==> config.mk <==
export PLATFORM = sky130hd
export DESIGN_NAME = tdma_seg_arbiter
export DESIGN_NICKNAME = d
export VERILOG_FILES = /design/src/rtl/tdma_pkg.sv /design/src/rtl/tdma_slot_table.sv /design/src/rtl/tdma_timebase.sv /design/src/rtl/tdma_grant_ctrl.sv /design/src/rtl/tdma_seg_arbiter.sv
export SDC_FILE = /design/constraint.sdc
export NUM_CORES = 1
export LEC_CHECK = 0
export CORE_MARGIN = 2
export CORE_UTILIZATION = 67
export DETAILED_ROUTE_END_ITERATION = 10
export PLACE_DENSITY = 0.86
export SLEW_MARGIN = 30
export SYNTH_ARGS = -nofsm -noshare
export SYNTH_HDL_FRONTEND = slang
export SYNTH_SLANG_ARGS = --single-unit
==> constraint.sdc <==
create_clock -name clk -period 12.1 [get_ports clk]
set_input_delay 1.21 -clock clk [delete_from_list [all_inputs] [get_ports clk]]
set_output_delay 1.21 -clock clk [all_outputs]
set_load 0.02 [all_outputs]
==> src/rtl/tdma_pkg.sv <==
package tdma_pkg;
   typedef enum logic [1:0] {
      FLD_SEG_START  = 2'd0,
      FLD_LAST_SLOT  = 2'd1,
      FLD_SLOT_OWNER = 2'd2,
      FLD_SLOT_SIZE  = 2'd3
   } tdma_field_e;

   typedef enum int {
      SZ_PER_OWNER = 0,
      SZ_UNIFORM   = 1,
      SZ_FIXED     = 2
   } tdma_sizing_e;
endpackage

==> src/rtl/tdma_slot_table.sv <==
module tdma_slot_table
   import tdma_pkg::*;
#(
   parameter int N_PROC = 3,
   parameter int N_SEG  = 4,
   parameter int N_SLOT = 4,
   parameter int TIME_W = 16,
   parameter int SIZE_W = 8,
   parameter tdma_sizing_e SIZING = SZ_PER_OWNER,
   localparam int PID_W  = $clog2(N_PROC),
   localparam int SEG_W  = $clog2(N_SEG),
   localparam int SLOT_W = $clog2(N_SLOT),
   localparam int IDX_W  = (SLOT_W > PID_W) ? SLOT_W : PID_W
) (
   input  logic              clk,
   input  logic              rst_n,
   input  logic              wr_ok,
   input  logic              wr_en,
   input  tdma_field_e       wr_field,
   input  logic [SEG_W-1:0]  wr_seg,
   input  logic [IDX_W-1:0]  wr_idx,
   input  logic [TIME_W-1:0] wr_data,
   input  logic [SEG_W-1:0]  rd_seg,
   input  logic [SLOT_W-1:0] rd_idx,
   output logic [PID_W-1:0]  rd_owner,
   output logic [SLOT_W-1:0] rd_last,
   output logic [SIZE_W-1:0] rd_size,
   output logic [TIME_W-1:0] rd_next_start
);
   localparam logic [IDX_W:0] SLOT_LIM = (IDX_W+1)'(N_SLOT);
   localparam logic [IDX_W:0] PROC_LIM = (IDX_W+1)'(N_PROC);

   logic [TIME_W-1:0] seg_start [N_SEG];
   logic [SLOT_W-1:0] seg_last  [N_SEG];
   logic [PID_W-1:0]  slot_own  [N_SEG][N_SLOT];
   logic [SIZE_W-1:0] slot_len  [N_SEG][N_PROC];
   logic [IDX_W:0]    idx_wide;
   logic [SEG_W-1:0]  seg_up;

   assign idx_wide = {1'b0, wr_idx};

   always_ff @(posedge clk or negedge rst_n) begin
      if (!rst_n) begin
         for (int s = 0; s < N_SEG; s++) begin
            seg_start[s] <= '0;
            seg_last[s]  <= '0;
            for (int e = 0; e < N_SLOT; e++) slot_own[s][e] <= '0;
            for (int p = 0; p < N_PROC; p++) slot_len[s][p] <= '0;
         end
      end else if (wr_ok && wr_en) begin
         case (wr_field)
            FLD_SEG_START:  seg_start[wr_seg] <= wr_data;
            FLD_LAST_SLOT:  seg_last[wr_seg]  <= wr_data[SLOT_W-1:0];
            FLD_SLOT_OWNER: if (idx_wide < SLOT_LIM)
                               slot_own[wr_seg][wr_idx[SLOT_W-1:0]] <= wr_data[PID_W-1:0];
            FLD_SLOT_SIZE:  if (idx_wide < PROC_LIM)
                               slot_len[wr_seg][wr_idx[PID_W-1:0]] <= wr_data[SIZE_W-1:0];
            default: ;
         endcase
      end
   end

   assign seg_up        = rd_seg + 1'b1;
   assign rd_owner      = slot_own[rd_seg][rd_idx];
   assign rd_last       = seg_last[rd_seg];
   assign rd_next_start = seg_start[seg_up];

   generate
      if (SIZING == SZ_PER_OWNER) begin : g_len_owner
         assign rd_size = slot_len[rd_seg][rd_owner];
      end else begin : g_len_shared
         assign rd_size = slot_len[rd_seg][0];
      end
   endgenerate
endmodule

==> src/rtl/tdma_timebase.sv <==
module tdma_timebase
   import tdma_pkg::*;
#(
   parameter int N_SEG  = 4,
   parameter int N_SLOT = 4,
   parameter int TIME_W = 16,
   parameter int SIZE_W = 8,
   parameter tdma_sizing_e SIZING = SZ_PER_OWNER,
   localparam int SEG_W  = $clog2(N_SEG),
   localparam int SEGC_W = $clog2(N_SEG + 1),
   localparam int SLOT_W = $clog2(N_SLOT)
) (
   input  logic              clk,
   input  logic              rst_n,
   input  logic              en,
   input  logic [TIME_W-1:0] cfg_period,
   input  logic [SEGC_W-1:0] cfg_seg_cnt,
   input  logic [SLOT_W-1:0] slot_last,
   input  logic [SIZE_W-1:0] slot_size,
   input  logic [TIME_W-1:0] next_start,
   output logic [TIME_W-1:0] cur_time,
   output logic [SEG_W-1:0]  cur_seg,
   output logic [SLOT_W-1:0] cur_idx,
   output logic [TIME_W:0]   room
);
   logic [TIME_W-1:0] time_q, t_inc;
   logic [SEG_W-1:0]  seg_q;
   logic [SLOT_W-1:0] idx_q;
   logic [SIZE_W-1:0] el_q;
   logic              seg_more, wrap, seg_cross, slot_done;
   logic [TIME_W:0]   sz_left, per_left, seg_left, room_a;

   generate
      if (SIZING == SZ_FIXED) begin : g_no_seg
         assign seg_more = 1'b0;
      end else begin : g_seg
         assign seg_more = (SEGC_W'(seg_q) + 1'b1) < cfg_seg_cnt;
      end
   endgenerate

   assign t_inc     = time_q + 1'b1;
   assign wrap      = (time_q == cfg_period - 1'b1);
   assign seg_cross = seg_more && (t_inc == next_start);
   assign slot_done = (el_q == slot_size - 1'b1);

   always_ff @(posedge clk or negedge rst_n) begin
      if (!rst_n) begin
         time_q <= '0; seg_q <= '0; idx_q <= '0; el_q <= '0;
      end else if (!en || wrap) begin
         time_q <= '0; seg_q <= '0; idx_q <= '0; el_q <= '0;
      end else begin
         time_q <= t_inc;
         if (seg_cross) begin
            seg_q <= seg_q + 1'b1;
            idx_q <= '0;
            el_q  <= '0;
         end else if (slot_done) begin
            el_q  <= '0;
            idx_q <= (idx_q == slot_last) ? '0 : idx_q + 1'b1;
         end else begin
            el_q  <= el_q + 1'b1;
         end
      end
   end

   assign sz_left  = {{(TIME_W+1-SIZE_W){1'b0}}, slot_size - el_q};
   assign per_left = {1'b0, cfg_period} - {1'b0, time_q};
   assign seg_left = {1'b0, next_start} - {1'b0, time_q};
   assign room_a   = (seg_more && seg_left < sz_left) ? seg_left : sz_left;
   assign room     = (per_left < room_a) ? per_left : room_a;

   assign cur_time = time_q;
   assign cur_seg  = seg_q;
   assign cur_idx  = idx_q;
endmodule

==> src/rtl/tdma_grant_ctrl.sv <==
module tdma_grant_ctrl #(
   parameter int N_PROC      = 3,
   parameter int TIME_W      = 16,
   parameter int XFER_CYCLES = 12,
   localparam int PID_W = $clog2(N_PROC),
   localparam int CNT_W = $clog2(XFER_CYCLES + 1)
) (
   input  logic              clk,
   input  logic              rst_n,
   input  logic              en,
   input  logic [N_PROC-1:0] req,
   input  logic [PID_W-1:0]  owner,
   input  logic [TIME_W:0]   room,
   output logic [N_PROC-1:0] grant,
   output logic [N_PROC-1:0] done
);
   localparam logic [TIME_W:0] XFER_L = (TIME_W+1)'(XFER_CYCLES);
   localparam logic [CNT_W-1:0] CNT_FULL = CNT_W'(XFER_CYCLES);

   logic [CNT_W-1:0] cnt_q;
   logic [PID_W-1:0] gown_q;
   logic             launch;

   assign launch = en && (cnt_q == '0) && req[owner] && (room > XFER_L);

   always_ff @(posedge clk or negedge rst_n) begin
      if (!rst_n) begin
         cnt_q  <= '0;
         gown_q <= '0;
      end else if (!en) begin
         cnt_q  <= '0;
      end else if (launch) begin
         cnt_q  <= CNT_FULL;
         gown_q <= owner;
      end else if (cnt_q != '0) begin
         cnt_q  <= cnt_q - 1'b1;
      end
   end

   generate
      for (genvar i = 0; i < N_PROC; i++) begin : g_out
         assign grant[i] = (cnt_q != '0) && (gown_q == PID_W'(i));
         assign done[i]  = grant[i] && (cnt_q == CNT_W'(1));
      end
   endgenerate
endmodule

==> src/rtl/tdma_seg_arbiter.sv <==
module tdma_seg_arbiter
   import tdma_pkg::*;
#(
   parameter int N_PROC      = 3,
   parameter int N_SEG       = 4,
   parameter int N_SLOT      = 4,
   parameter int TIME_W      = 16,
   parameter int SIZE_W      = 8,
   parameter int XFER_CYCLES = 12,
   parameter tdma_sizing_e SIZING = SZ_PER_OWNER,
   localparam int PID_W  = $clog2(N_PROC),
   localparam int SEG_W  = $clog2(N_SEG),
   localparam int SEGC_W = $clog2(N_SEG + 1),
   localparam int SLOT_W = $clog2(N_SLOT),
   localparam int IDX_W  = (SLOT_W > PID_W) ? SLOT_W : PID_W
) (
   input  logic              clk,
   input  logic              rst_n,
   input  logic              en,
   input  logic [TIME_W-1:0] cfg_period,
   input  logic [SEGC_W-1:0] cfg_seg_cnt,
   input  logic              wr_en,
   input  logic [1:0]        wr_field,
   input  logic [SEG_W-1:0]  wr_seg,
   input  logic [IDX_W-1:0]  wr_idx,
   input  logic [TIME_W-1:0] wr_data,
   input  logic [N_PROC-1:0] req,
   output logic [N_PROC-1:0] grant,
   output logic [N_PROC-1:0] done
);
   generate
      if (N_PROC < 2)          begin : g_bad_proc $error("N_PROC must be at least 2"); end
      if (N_SEG < 2)           begin : g_bad_seg  $error("N_SEG must be at least 2"); end
      if (N_SLOT < 2)          begin : g_bad_slot $error("N_SLOT must be at least 2"); end
      if (SIZE_W > TIME_W)     begin : g_bad_size $error("SIZE_W must not exceed TIME_W"); end
      if (XFER_CYCLES < 1)     begin : g_bad_xfer $error("XFER_CYCLES must be positive"); end
   endgenerate

   logic [TIME_W-1:0] cur_time, next_start;
   logic [SEG_W-1:0]  cur_seg;
   logic [SLOT_W-1:0] cur_idx, slot_last;
   logic [PID_W-1:0]  cur_owner;
   logic [SIZE_W-1:0] slot_size;
   logic [TIME_W:0]   room;

   tdma_slot_table #(
      .N_PROC(N_PROC), .N_SEG(N_SEG), .N_SLOT(N_SLOT),
      .TIME_W(TIME_W), .SIZE_W(SIZE_W), .SIZING(SIZING)
   ) u_table (
      .clk(clk), .rst_n(rst_n), .wr_ok(!en), .wr_en(wr_en),
      .wr_field(tdma_field_e'(wr_field)), .wr_seg(wr_seg), .wr_idx(wr_idx),
      .wr_data(wr_data), .rd_seg(cur_seg), .rd_idx(cur_idx),
      .rd_owner(cur_owner), .rd_last(slot_last), .rd_size(slot_size),
      .rd_next_start(next_start)
   );

   tdma_timebase #(
      .N_SEG(N_SEG), .N_SLOT(N_SLOT), .TIME_W(TIME_W),
      .SIZE_W(SIZE_W), .SIZING(SIZING)
   ) u_time (
      .clk(clk), .rst_n(rst_n), .en(en), .cfg_period(cfg_period),
      .cfg_seg_cnt(cfg_seg_cnt), .slot_last(slot_last), .slot_size(slot_size),
      .next_start(next_start), .cur_time(cur_time), .cur_seg(cur_seg),
      .cur_idx(cur_idx), .room(room)
   );

   tdma_grant_ctrl #(
      .N_PROC(N_PROC), .TIME_W(TIME_W), .XFER_CYCLES(XFER_CYCLES)
   ) u_grant (
      .clk(clk), .rst_n(rst_n), .en(en), .req(req), .owner(cur_owner),
      .room(room), .grant(grant), .done(done)
   );
endmodule

==> results of run 1 <==
[cell usage after synthesis (6+ instances only)]
cell      count  share of area
a21oi_1      44          0.015
a31oi_1       6         0.0025
a21o_1       17         0.0086
inv_1        55          0.014
nor2b_1      14         0.0059
nor3_1       31          0.011
mux2_2      209           0.16
ha_1         71          0.060
xor2_1       34          0.020
mux2i_1      34          0.023
nor3b_1      12         0.0061
nor2_1       99          0.025
or3_1         6         0.0025
nand3b_1      8         0.0041
o21ai_0      31          0.011
and3_1       11         0.0047
nor4_1        7         0.0030
mux4_2       41          0.063
nand3_1      27         0.0092
nand2b_1     15         0.0064
o21a_1        6         0.0031
dfrtp_1     234           0.40
clkbuf_1     38         0.0097
xnor2_1      58          0.034
nand4_1      14         0.0059
o211ai_1      8         0.0041
nand2_1      75          0.019
a21boi_0      7         0.0036
[power by group]
group / total [mW] / internal (mW) / switching [mW] / leakage [nW]
Sequential: 0.933 / 0.874 / 0.0583 / 3.13
Clock: 0.816 / 0.500 / 0.316 / 0.431
Combinational: 0.704 / 0.326 / 0.378 / 3.68
Total: 2.45 / 1.70 / 0.752 / 7.23
[final timing paths]
path,cells after the start,slack (ps),from,endpoint
setup / recovery,32,3400,u_time.cur_seg[0],u_grant.gown_q[1]
hold reg to reg,1,500,u_table.slot_len[32],u_table.slot_len[32]
max in group asynchronous,4,9390,rst_n,u_table.slot_own[18]
setup reg to reg,32,3400,u_time.cur_seg[0],u_grant.gown_q[1]
min in group asynchronous,1,600,rst_n,u_time.cur_time[13]
hold / removal,1,500,u_table.slot_len[32],u_table.slot_len[32]
[final cells by class]
class / instances / area [um2]
well taps: 280 / 350
fillers: 1390 / 5340
clock inverters: 11 / 164
flip-flops and latches: 234 / 5860
multi-input cells: 992 / 8510
inverters: 55 / 206
repair buffers: 62 / 613
clock buffers: 33 / 716
[sequential cells by signal, indices dropped and copies added, names as in the netlist]
signal,cells
u_time.el_q,8
u_grant.cnt_q,4
u_table.slot_own,32
u_time.cur_idx,2
u_grant.gown_q,2
u_time.cur_seg,2
u_table.seg_last,8
u_table.slot_len,96
u_table.seg_start,64
u_time.cur_time,16
[worst reg2reg max path, delay by kind of cell, from the launching register on]
kind,cells,cell delay [ps]
and+or+nand+nor,8,1680
muxes,5,2430
xor gates and xnor gates,1,250
DFF,1,630
adders and majority gates,4,1200
buffers and inverters,1,240
AOI/OAI and AO/OA,13,2170
[metrics by stage]
| step | cell area (um2) | worst slack, ps | total power, mW | util |
|---|---|---|---|---|
| 2_1_floorplan | 14800 | 4470 | 1.44 | - |
| 3_3_place_gp | 15500 | 3920 | 1.60 | 0.713 |
| 3_5_place_dp | 15500 | 3530 | 1.63 | 0.712 |
| 4_1_cts | 16400 | 3480 | 2.44 | 0.753 |
| 5_1_grt | 16400 | 2890 | 2.56 | 0.754 |
| 6_report | 16400 | 3400 | 2.45 | 0.754 |
[metal layers]
metal,part of all wire,GRT usage,wire [um]
met1,0.42,0.421,15300
met2,0.48,0.519,17400
met3,0.064,0.0509,2320
met4,0.035,0.117,1250
met5,0,0,0
[kinds of logic after synthesis]
family | count (synthesis) | synth area share
buffers and inverters | 106 | 0.0297
adders and majority gates | 75 | 0.0649
other | 1 | 0.000254
xor gates and xnor gates | 92 | 0.0546
muxes | 288 | 0.251
DFF | 234 | 0.397
and+or+nand+nor | 349 | 0.120
AOI/OAI and AO/OA | 179 | 0.0836
==> summary.md, run 1 <==
| Metric | Value |
|---|---|
| CP endpoint kind | register |
| Max stage delay on crit path | between 800 and 900 ps |
| Initial antenna violation count | 0 |
| IO Port Bufs | 53 |
| CTS root buf | clkbuf_16 |
| Top_reg_cell synth | dfrtp_1 |
| Detailed Route WL | between 30 and 40 mm |
| Die area | approximately 0.023 mm2 |
| Crit path arrival time | around 9100 ps |
| Status | complete, no violations |
| # clock sinks | ~230 |
| Avg Inst Size Synth | roughly 11 um2 |
| Syn-to-layout area delta | 11.2% |
| # setup viols final | 0 |
| Hold Slack | ~500 ps |
| Clock Path Buffers | 3 |
| RSZ-0062 raised after global routing | no |
| Worst-Margin Slew | between 900 and 1000 ps |
| CP startpoint kind | register |
| Pre-antenna DRT Iters | 7 |
| Core area | between 0.02 and 0.025 mm2 |
| GRT Util Overall | 0.313 |
| Tcrit/Tclk final | 0.719 |
| Initial DRC count | 773 |
| Vias | approximately 11000 |
| Ys Warns | 0 |
| LEAKAGE | about 7.2 nW |
| Max VDD drop | 102 uV |
| Global placer's final weighted congestion | 0.982 |
| H-tree levels | 1 |
| Worst slew margin | 0.337 |
| CTS resizes | 0 |
| Starting Density | 0.678 |
| Minimum clock period | 8700 ps |
| Fin nets | 1492 |
| Most frequent cells in the layout | dfrtp_1, mux2_2, nor2_1 |
| Die height | 152 um |
| Post-synthesis register bit count | ~230 |
| GR Overflow Total | 0 |
| Unique masters post-synth | 85 |
| Synth Instances | 1324 |
| Row Count | 54 |
| Final slew viol count | 0 |
| DRC viols | 0 |
| Slowest cell on crit path | mux4_2 |
| Worst hold path class | reg2reg |
| Achievable frequency | approximately 110 MHz |
| Post-CTS Setup Inserts | 0 |
| Vias per inst | roughly 6.6 |
| CTS Hold Buffers Added | 0 |
| EDFF count, synth | 0 |
| Post-route ant nets | 0 |
| Largest net degree at the start of global routing | 130 |
| Most common cell after layout, fill and taps aside | dfrtp_1 |
| CTS tree | built |
| Setup TNS | 0 ps |
| Critical Path Most Common Cell | o21ai_0 |
| Dpl hpwl | ~26 mm |
| Number of global-route vias before repair | about 11000 |
| Placed Instances | ~1600 |
| Width of the die | 152 um |
| Fraction of layout cells with a size suffix above 1 | 0.237 |
| Global-route wire length before repair | around 59 mm |
| Inserted Diodes | 0 |
| Skew final | 23.5 ps |
| Mapped Area | 0.0148 mm2 |
| WL/cell | between 20 and 25 um |
| Clk slew on worst S/H paths | about 60 ps |
| P per Cell Area | about 150 mW/mm2 |
| CP Class | reg2reg |
| Kind of cell adding the most delay to the critical path | multiplexers |
| Post-synthesis sequential area ratio | 0.397 |
| Top Ports | 54 |
| Clk_lat worst skew | 540 ps |
| Async SR Flop Fraction | 1.00 |
| Crit Path Max Fanout | 25 |
| CP required | roughly 13000 ps |
| Total CTS buffers | 25 |
| WP buf/inv | 1 |
| Max_cap viols | 0 |
| Final hold violations | 0 |
| Fin cells | around 1700 |
Power figures use the tool's default switching activity.
==> run 2, diff against run 1 <==
--- a/config.mk
+++ b/config.mk
@@ -6,9 +6,9 @@
 export NUM_CORES = 1
 export LEC_CHECK = 0
 export CORE_MARGIN = 2
-export CORE_UTILIZATION = 67
+export CORE_UTILIZATION = 62
 export DETAILED_ROUTE_END_ITERATION = 10
-export PLACE_DENSITY = 0.86
+export PLACE_DENSITY = 0.81
 export SLEW_MARGIN = 30
 export SYNTH_ARGS = -nofsm -noshare
 export SYNTH_HDL_FRONTEND = slang
==> constraint.sdc (replaced) <==
create_clock -name clk -period 9.1 [get_ports clk]
set_input_delay 0.91 -clock clk [delete_from_list [all_inputs] [get_ports clk]]
set_output_delay 0.91 -clock clk [all_outputs]
set_load 0.02 [all_outputs]
==> run 2 against run 1 <==
Utilization down 4.4 points; via count down 1.3%; setup slack worse by 2700 ps; largest power group unchanged; clock skew down 12 ps; hold slack worse by 120 ps; flip-flop and latch count unchanged; register-to-register slack worse by 2700 ps.
==> summary.md, run 2 (synthesis results as in run 1) <==
| Metric | Value |
|---|---|
| GRT Util Overall | 0.292 |
| P per Cell Area | roughly 200 mW/mm2 |
| GR Overflow Total | 0 |
| Worst slew margin | 0.293 |
| FILL cells | 1670 |
| Max stage delay on crit path | about 730 ps |
| H-tree levels | 1 |
| DP Worst Slack | 621 ps |
| Detailed Route WL | 36.2 mm |
| Max_cap viols | 0 |
| Switching Fraction | 0.304 |
| Worst Setup SP | u_time.cur_seg[0] |
| Placed Instances | about 1700 |
| CTS root buf | clkbuf_16 |
| Initial antenna violation count | 0 |
| LEAKAGE | around 7.3 nW |
| CP required | 9500 ps |
| Width of the die | ~160 um |
| Reg-to-reg slack, setup | 720 ps |
| Top flop regs | u_table.slot_len (96), u_table.seg_start (64), u_table.slot_own (32) |
| Initial DRC count | about 790 |
| Largest net degree at the start of global routing | a little under 90 |
| Die height | roughly 160 um |
| Reg-to-reg startpoint | u_time.cur_seg[0] |
| Biggest register | u_table.slot_len |
| Max VDD drop | about 150 uV |
| Skew final | 11.8 ps |
| Pre-antenna DRT Iters | 7 |
| Achievable frequency | between 100 and 150 MHz |
| Row Count | 56 |
| Most common cell after layout, fill and taps aside | dfrtp_1 |
| CP endpoint kind | register |
| RSZ-0062 raised after global routing | no |
| Global-route wire length before repair | ~57 mm |
| Top Ports | 54 |
| Final hold violations | 0 |
| CTS Hold Buffers Added | 0 |
| Setup TNS | 0 ps |
| Switching power | roughly 1.0 mW |
| Slowest cell on crit path | mux4_1 |
| Minimum clock period | around 8400 ps |
| Clk_lat worst skew | 520 ps |
| Crit Path Max Fanout | 16 |
| Fin nets | roughly 1500 |
| Flop pwr share | 0.366 |
| CTS tree | built |
| Area of the multi-input gates | ~0.0085 mm2 |
| Status | complete, no violations |
| Most frequent cells in the layout | dfrtp_1, mux2_2, nor2_1 |
| Tcrit/Tclk final | 0.921 |
| Worst-Margin Slew | 1060 ps |
| Post-Place Cell Area | around 0.016 mm2 |
| Final instance area | approximately 0.017 mm2 |
| WL/cell | approximately 21 um |
| Critical Path Most Common Cell | o21ai_0 |
| Vias per inst | about 6.3 |
| Final worst slack | 719 ps |
| CP Class | reg2reg |
| Combinational Power Share | 0.278 |
| Global placer's final weighted congestion | about 0.96 |
| Dpl hpwl | about 25 mm |
| Register cell area after layout | 0.00586 mm2 |
| # clock sinks | approximately 230 |
| Hold Slack | ~380 ps |
| Core area | about 0.023 mm2 |
| Post-route ant nets | 0 |
| Power, Total | 3.38 mW |
| Die area | around 0.025 mm2 |
| Clk slew on worst S/H paths | 60 ps |
| Core Util, Final | 0.710 |
| Vias | about 11000 |
| Clock network power share | 0.356 |
| IO Port Bufs | 53 |
| Total CTS buffers | 27 |
| Crit path arrival time | between 8000 and 9000 ps |
| # setup viols final | 0 |
| Clock Path Buffers | 3 |
| Fraction of layout cells with a size suffix above 1 | 0.241 |
| Worst hold path class | in2async |
| Final slew viol count | 0 |
| Syn-to-layout area delta | 12.6% |
| Inserted Diodes | 0 |
| Largest register FFs | 96 |
| CP startpoint kind | register |
| Starting Density | 0.631 |
| Int Pwr | approximately 2.4 mW |
| DRC viols | 0 |
| Number of global-route vias before repair | approximately 11000 |
| Fin cells | 1712 |
-- run 2: cell count changes in the layout (fill, tap and decap cells not counted), moves of 2 or more --
cell       previous run  this run
nor2_1               95        98
clkbuf_1              2         0
buf_6                 0         2
clkbuf_16            25        27
buf_4                 8         6
nor2_2                4         1
bufinv_16             4         6
inv_6                 1         3
-- run 2: routing by layer --
| layer | global-route usage | routed length [um] |
|---|---|---|
| met5 | 0 | 0 |
| met4 | 0.100 | 1150 |
| met3 | 0.0463 | 2140 |
| met2 | 0.474 | 17000 |
| met1 | 0.405 | 15900 |
-- run 2: power groups by stage --
stage	clock [mW]	sequential, mW	combinational, mW
2_1_floorplan	0	1.22	0.687
3_3_place_gp	0	1.24	0.891
3_5_place_dp	0	1.25	0.916
4_1_cts	1.21	1.24	0.925
5_1_grt	1.26	1.25	1.04
6_report	1.21	1.24	0.940
-- run 2: worst paths after layout --
kind                                         end  cells after the start
min in group clk            u_table.slot_len[69]                      1
hold reg to reg             u_table.slot_len[69]                      1
setup / recovery               u_grant.gown_q[1]                     32
setup reg to reg               u_grant.gown_q[1]                     32
max in group asynchronous      u_time.cur_seg[0]                      2
hold / removal             u_table.seg_start[46]                      1
-- run 2: final cells by class --
type / instances / area share
clock buffer: 32 / 0.0448
tap: 319 / 0.0240
sequential: 234 / 0.353
multi-input combinational: 993 / 0.514
clock inverter: 17 / 0.0155
timing repair buffer: 62 / 0.0369
inverter: 55 / 0.0124
-- run 2: worst max-delay path, delay by kind of cell (launching register included) --
family          cells  cell delay [ps]
compound gates     14             2410
buf+inv             2              430
xor+xnor            1              260
fa+ha+maj           4             1280
mux                 7             2830
simple gates        4              460
flops               1              590
-- run 2: timing repair --
action | in CTS | in global routing
setup endpoints to repair | 0 | 4
buffers inserted | 0 | 2
resized for setup | 0 | 2
